===== config.mk =====
export PLATFORM = sky130hd
export DESIGN_NAME = burst_addr_seq
export DESIGN_NICKNAME = d
export VERILOG_FILES = /design/src/rtl/burst_seq_pkg.sv /design/src/rtl/burst_load_ctl.sv /design/src/rtl/burst_beat_ctr.sv /design/src/rtl/burst_order_map.sv /design/src/rtl/burst_addr_seq.sv
export SDC_FILE = /design/constraint.sdc
export NUM_CORES = 1
export LEC_CHECK = 0
export ABC_AREA = 1
export BUFFER_PORTS_ARGS = -buffer_cell sky130_fd_sc_hd__buf_2
export CAP_MARGIN = 20
export CORE_ASPECT_RATIO = 1.4
export CORE_MARGIN = 4
export CORE_UTILIZATION = 45
export CTS_CLUSTER_DIAMETER = 50
export CTS_CLUSTER_SIZE = 12
export DETAILED_ROUTE_END_ITERATION = 10
export PLACE_DENSITY = 0.81
export SETUP_SLACK_MARGIN = 0.3
export SLEW_MARGIN = 10
export SYNTH_ARGS = -nofsm -noshare
export SYNTH_HDL_FRONTEND = slang
export SYNTH_HIERARCHICAL = 1
export SYNTH_SLANG_ARGS = --single-unit

===== constraint.sdc =====
create_clock -name clk -period 2 [get_ports clk]
set_clock_uncertainty 0.2 [all_clocks]
set_input_delay 0.4 -clock clk [delete_from_list [all_inputs] [get_ports clk]]
set_output_delay 0.4 -clock clk [all_outputs]
set_load 0.05 [all_outputs]

===== src/rtl/burst_seq_pkg.sv =====
package burst_seq_pkg;
   localparam int OFS_W = 2;
   typedef logic [OFS_W-1:0] ofs_t;
   typedef enum logic {
      ORD_LINEAR = 1'b0,
      ORD_XOR    = 1'b1
   } order_e;
endpackage


===== src/rtl/burst_load_ctl.sv =====
module burst_load_ctl (
   input  logic proc_stb,
   input  logic ctrl_stb,
   input  logic cs1_act,
   input  logic sel_ok,
   output logic load_en,
   output logic load_by_proc
);
   logic proc_take;
   logic ctrl_take;

   // The processor strobe wins; the controller strobe only counts when the processor strobe is not taken.
   assign proc_take    = proc_stb & cs1_act & sel_ok;
   assign ctrl_take    = ctrl_stb & sel_ok & ~proc_take;
   assign load_en      = proc_take | ctrl_take;
   assign load_by_proc = proc_take;
endmodule


===== src/rtl/burst_beat_ctr.sv =====
module burst_beat_ctr
   import burst_seq_pkg::*;
(
   input  logic clk,
   input  logic rst,
   input  logic load,
   input  logic adv,
   output ofs_t beat
);
   always_ff @(posedge clk) begin
      if (rst || load) beat <= '0;
      else if (adv)    beat <= beat + ofs_t'(1);
   end
endmodule


===== src/rtl/burst_order_map.sv =====
module burst_order_map
   import burst_seq_pkg::*;
(
   input  order_e order,
   input  ofs_t   start,
   input  ofs_t   beat,
   output ofs_t   ofs
);
   ofs_t lin_ofs;
   ofs_t xor_ofs;

   assign lin_ofs = start + beat;

   for (genvar b = 0; b < OFS_W; b++) begin : g_xor
      assign xor_ofs[b] = start[b] ^ beat[b];
   end

   assign ofs = (order == ORD_XOR) ? xor_ofs : lin_ofs;
endmodule


===== src/rtl/burst_addr_seq.sv =====
module burst_addr_seq
   import burst_seq_pkg::*;
#(
   parameter int ADDR_W = 17
) (
   input  logic              clk,
   input  logic              rst,
   input  logic              mode_strap,
   input  logic              cs1_act,
   input  logic              sel_ok,
   input  logic              proc_stb,
   input  logic              ctrl_stb,
   input  logic              step_n,
   input  logic [ADDR_W-1:0] addr_in,
   output logic [ADDR_W-1:0] addr_out,
   output logic [1:0]        beat_idx
);
   localparam int UP_W = ADDR_W - OFS_W;

   if (ADDR_W <= OFS_W) begin : g_bad_width
      $error("burst_addr_seq: ADDR_W must exceed the burst offset width");
   end

   logic            load_en;
   logic            load_by_proc;
   order_e          mode_q;
   logic [UP_W-1:0] upper_q;
   ofs_t            start_q;
   ofs_t            beat_q;
   ofs_t            cur_ofs;

   burst_load_ctl u_load (
      .proc_stb     (proc_stb),
      .ctrl_stb     (ctrl_stb),
      .cs1_act      (cs1_act),
      .sel_ok       (sel_ok),
      .load_en      (load_en),
      .load_by_proc (load_by_proc)
   );

   // The order strap is static, so it is taken in only while reset is held.
   always_ff @(posedge clk) begin
      if (rst) mode_q <= order_e'(mode_strap);
   end

   always_ff @(posedge clk) begin
      if (rst) begin
         upper_q <= '0;
         start_q <= '0;
      end else if (load_en) begin
         upper_q <= addr_in[ADDR_W-1:OFS_W];
         start_q <= addr_in[OFS_W-1:0];
      end
   end

   burst_beat_ctr u_beat (
      .clk  (clk),
      .rst  (rst),
      .load (load_en),
      .adv  (~step_n),
      .beat (beat_q)
   );

   burst_order_map u_map (
      .order (mode_q),
      .start (start_q),
      .beat  (beat_q),
      .ofs   (cur_ofs)
   );

   assign addr_out = {upper_q, cur_ofs};
   assign beat_idx = beat_q;

   // Which strobe took the load is not visible at the ports.
   logic unused_src;
   assign unused_src = load_by_proc;
endmodule


[Word level (Yosys, flattened, before mapping)]
Cells that the tools add are included.
Storage, ports and cells
  flip-flop bits (word level): 20
  output and inout bits: 19
Cells by class
  bitwise gates (word level): 8
  reductions and logical operators: 1
  $add $sub $neg: 2
  muxes and demuxes: 1
Operators with widths (number)
  1-bit AND: 4
  2-bit by 1-bit adder with 2-bit output, second input constant: 1
  2-bit adder: 1
  2-bit two-way mux: 1
  1-bit XOR: 2
  1-bit logical OR: 1
  1-bit inverter: 1
  1-bit bitwise OR: 1

[Longest topological paths before layout]
  depth in word-level cells: 6
  depth in mapped cells: 7
  mapped depth without buffers: 6

[By module]
Netlist, hierarchy kept.
By module, submodules not included
  burst_addr_seq: times used 1, seq. area each 370.4 sq um, cells an instance 110, area each 765.7 sq um
  burst_beat_ctr: times used 1, seq. area each 40.0 sq um, cells an instance 14, area each 97.6 sq um
  burst_order_map: times used 1, seq. area each 0.0 sq um, cells an instance 15, area each 67.6 sq um
  burst_load_ctl: times used 1, seq. area each 0.0 sq um, cells an instance 4, area each 16.3 sq um

[Worst setup path before layout]
No wires, ideal clock.
  path type: register to output
  from: reg u_beat.beat[0]
  to: out addr_out[1]
  slack: -4 ps
  buffers on the path: 0
  stages on the path, launching flop included: 6
  required time: 1400 ps
  arrival: 1404 ps
  cell sequence: dfxtp_1 ha_1 nand2_1 nand3_1 nand2_1 inv_1
On the way
  cells in the longest elaborated chain, start to end: 2
RTL lines
  start, declared: line burst_beat_ctr.sv:8  | output ofs_t beat
  start signal, assigned: line burst_beat_ctr.sv:12  | else if (adv) beat <= beat + ofs_t'(1);
  2-bit adder: line burst_order_map.sv:12  | assign lin_ofs = start + beat;
  2-bit two-way mux: line burst_order_map.sv:18  | assign ofs = (order == ORD_XOR) ? xor_ofs : lin_ofs;
  end, declared: line burst_addr_seq.sv:15  | output logic [ADDR_W-1:0] addr_out,
No other way between the ends.

[Final worst setup path]
Ends and elaborated chain as after synthesis.

==> impl_summary.log <==
[metrics] run status: complete, no violations
[metrics] total gr overflow: 0
[metrics] type of origin of the critical path: flop
[metrics] Yosys warning total: 6
[metrics] min cycle time layout: 1920 ps
[metrics] largest voltage drop on the vdd net: 0.448 mV
[metrics] Hold Crit Class: input port to flop
[metrics] Post-Synthesis Mean Instance Area: 6.64 um^2
[metrics] width of the chip: 46.7 um
[metrics] Leak Pwr: 0.708 nW
[metrics] number of remaining DRC errors: 0
[metrics] clock tree from TritonCTS: done
[metrics] area of the die: 2900 um^2
[metrics] number of antenna diodes: 0
[metrics] number of standard-cell rows in the floorplan: 19
[metrics] final worst path period share: 95.9%
[metrics] Pwr per Cell Area: 774 nW/um^2
[metrics] final setup violation count: 0
[metrics] maximum clock frequency: 521 MHz
[metrics] Setup CP Type: flop to output port
[metrics] unrepaired setup endpoints after global routing: yes
[metrics] crit path max fanout: 2
[metrics] per-cell via count in the routed design: 4.29
[metrics] maximum number of buffers from clock root to sink: 2
[metrics] initial DRC count: 3
[metrics] layout cell share with drive strength beyond 1: 33.9%
[metrics] Max-Slew Margin vs Limit: 76.9%
[metrics] DIE HEIGHT: 62.2 um
[metrics] Worst EP arrival: 1320 ps
[metrics] Worst-Skew Late Latency: 300 ps
[metrics] number of antenna violations at the first check in global routing: 0
[metrics] worst path setup slack after routing: 82.4 ps
[metrics] endpoints failing hold: 0
[metrics] final-layout setup total negative slack: 0 ps
[metrics] cts-stage hold buffer count: 0
[metrics] worst endpoint required time: 1400 ps
[metrics] number of nets in the final layout: 213
[metrics] wire length of the first global-routing pass: 3430 um
[metrics] pin count of the biggest net entering global routing: 36
[metrics] Final Core Density: 61.4%
[metrics] number of placed I/O pins: 44
[metrics] reported max-cap violation count: 0
[metrics] Area growth, synth to finish: 28.4%
[metrics] number of instances in the synthesized netlist: 142
[metrics] Pins Over Slew Limit: 0
[metrics] worst-margin pin slew: 347 ps
[metrics] remaining antenna violation count: 0
[metrics] final weighted congestion in routability-driven placement: 0.663
[metrics] total of fill cells in the finished design: 195
[metrics] number of buffers created by CTS: 3
[metrics] number of clock sinks: 20
[metrics] cell area after synthesis: 943 um^2
[metrics] effective utilization at floorplan: 47.8%
[metrics] placed wire-length estimate: 1490 um
[metrics] root buffer cell: clkbuf_4
[metrics] endpoint class of the critical path: output port
[metrics] iteration count of the initial detailed-routing pass: 2
[metrics] number of global-route vias before repair: 857
[metrics] buffers added on ports: 43
[metrics] number of H-tree levels: 1
[metrics] clock-pin slew on the worst setup and hold paths: 120 ps
[metrics] area of the core: 1970 um^2
[metrics] worst slack at placement: 348 ps
[metrics] count of vias placed by the detailed router: 888
[metrics] routed len/inst: 9.71 um
[metrics] net count after synthesis: 168
[metrics] sum of routed wire length over all layers: 2010 um
[metrics] GRT Total Usage: 15.3%
[state kept, by name, summed over array words and instances, names as in the netlist]
signal and count:
start_q 2, u_beat/beat 2, mode_q 1, upper_q 15
[timing repair]
action,in CTS,in global routing
setup buffers,1,0
endpoints found under the setup margin,2,2
gates resized for setup,6,1
[worst max-delay path, stage by stage, from the launching register on]
cell        delay (ps)
dfxtp_4            380
ha_4               120
inv_1               30
nor2_1              80
nand3_1             90
nand2_2             90
clkinvlp_4          80
buf_6              150
[through the flow]
step	instances	power, mW	area, um^2	hold slack [ps]
final	207	0.937	1210	76.0
after global routing	207	0.990	1210	65.8
after CTS	207	0.941	1210	68.0
after detailed placement	202	0.736	1160	264
after global placement	202	0.727	1160	256
after floorplan	142	0.684	965	275
[power breakdown]
part | switching, mW | internal, mW | total, mW
combinational | 0.200 | 0.0894 | 0.290
sequential | 0.0187 | 0.434 | 0.452
clock | 0.117 | 0.0775 | 0.195
total | 0.336 | 0.601 | 0.937
[path summary, 6_finish.rpt]
kind         cells past startpoint                        start                           to  slack, ps
min reg2reg                      2      upper_q[4]$_SDFFE_PP0P_      upper_q[4]$_SDFFE_PP0P_        270
min                              1                   mode_strap             mode_q$_DFFE_PP_         80
max reg2reg                      3  u_beat/beat[0]$_SDFFE_PP0P_  u_beat/beat[1]$_SDFFE_PP0P_        980
max                              7  u_beat/beat[0]$_SDFFE_PP0P_                  addr_out[1]         80
[area by class of cell]
cell class                 count  area, um^2  share of cell area, %
clock buffer                   4        26.3                   2.17
inverter                      27         105                   8.68
multi-input combinational     90         390                   32.2
sequential                    20         417                   34.4
tap                           21        26.3                   2.17
timing repair buffer          45         246                   20.4
[layout by cell type, fill, tap and decap left out]
cell and count:
a21oi_1 1, buf_2 41, buf_4 2, buf_6 1
buf_8 1, clkbuf_1 1, clkbuf_4 3, clkinvlp_4 1
dfxtp_1 16, dfxtp_2 2, dfxtp_4 1, edfxtp_1 1
ha_4 1, inv_1 24, inv_2 2, nand2_1 44
nand2_2 2, nand3_1 4, nor2_1 32, nor2_2 5
nor2_4 1
[per-layer routing]
| metal | global-route usage, % | wire length [um] | up-vias |
|---|---|---|---|
| li1 | - | - | 490 |
| met1 | 17.1 | 779 | 374 |
| met2 | 27.1 | 1090 | 22 |
| met3 | 2.31 | 121 | 2 |
| met4 | 6.23 | 16 | 0 |
| met5 | 0 | 0 | - |
No activity file was read; power rests on OpenSTA's default activity.
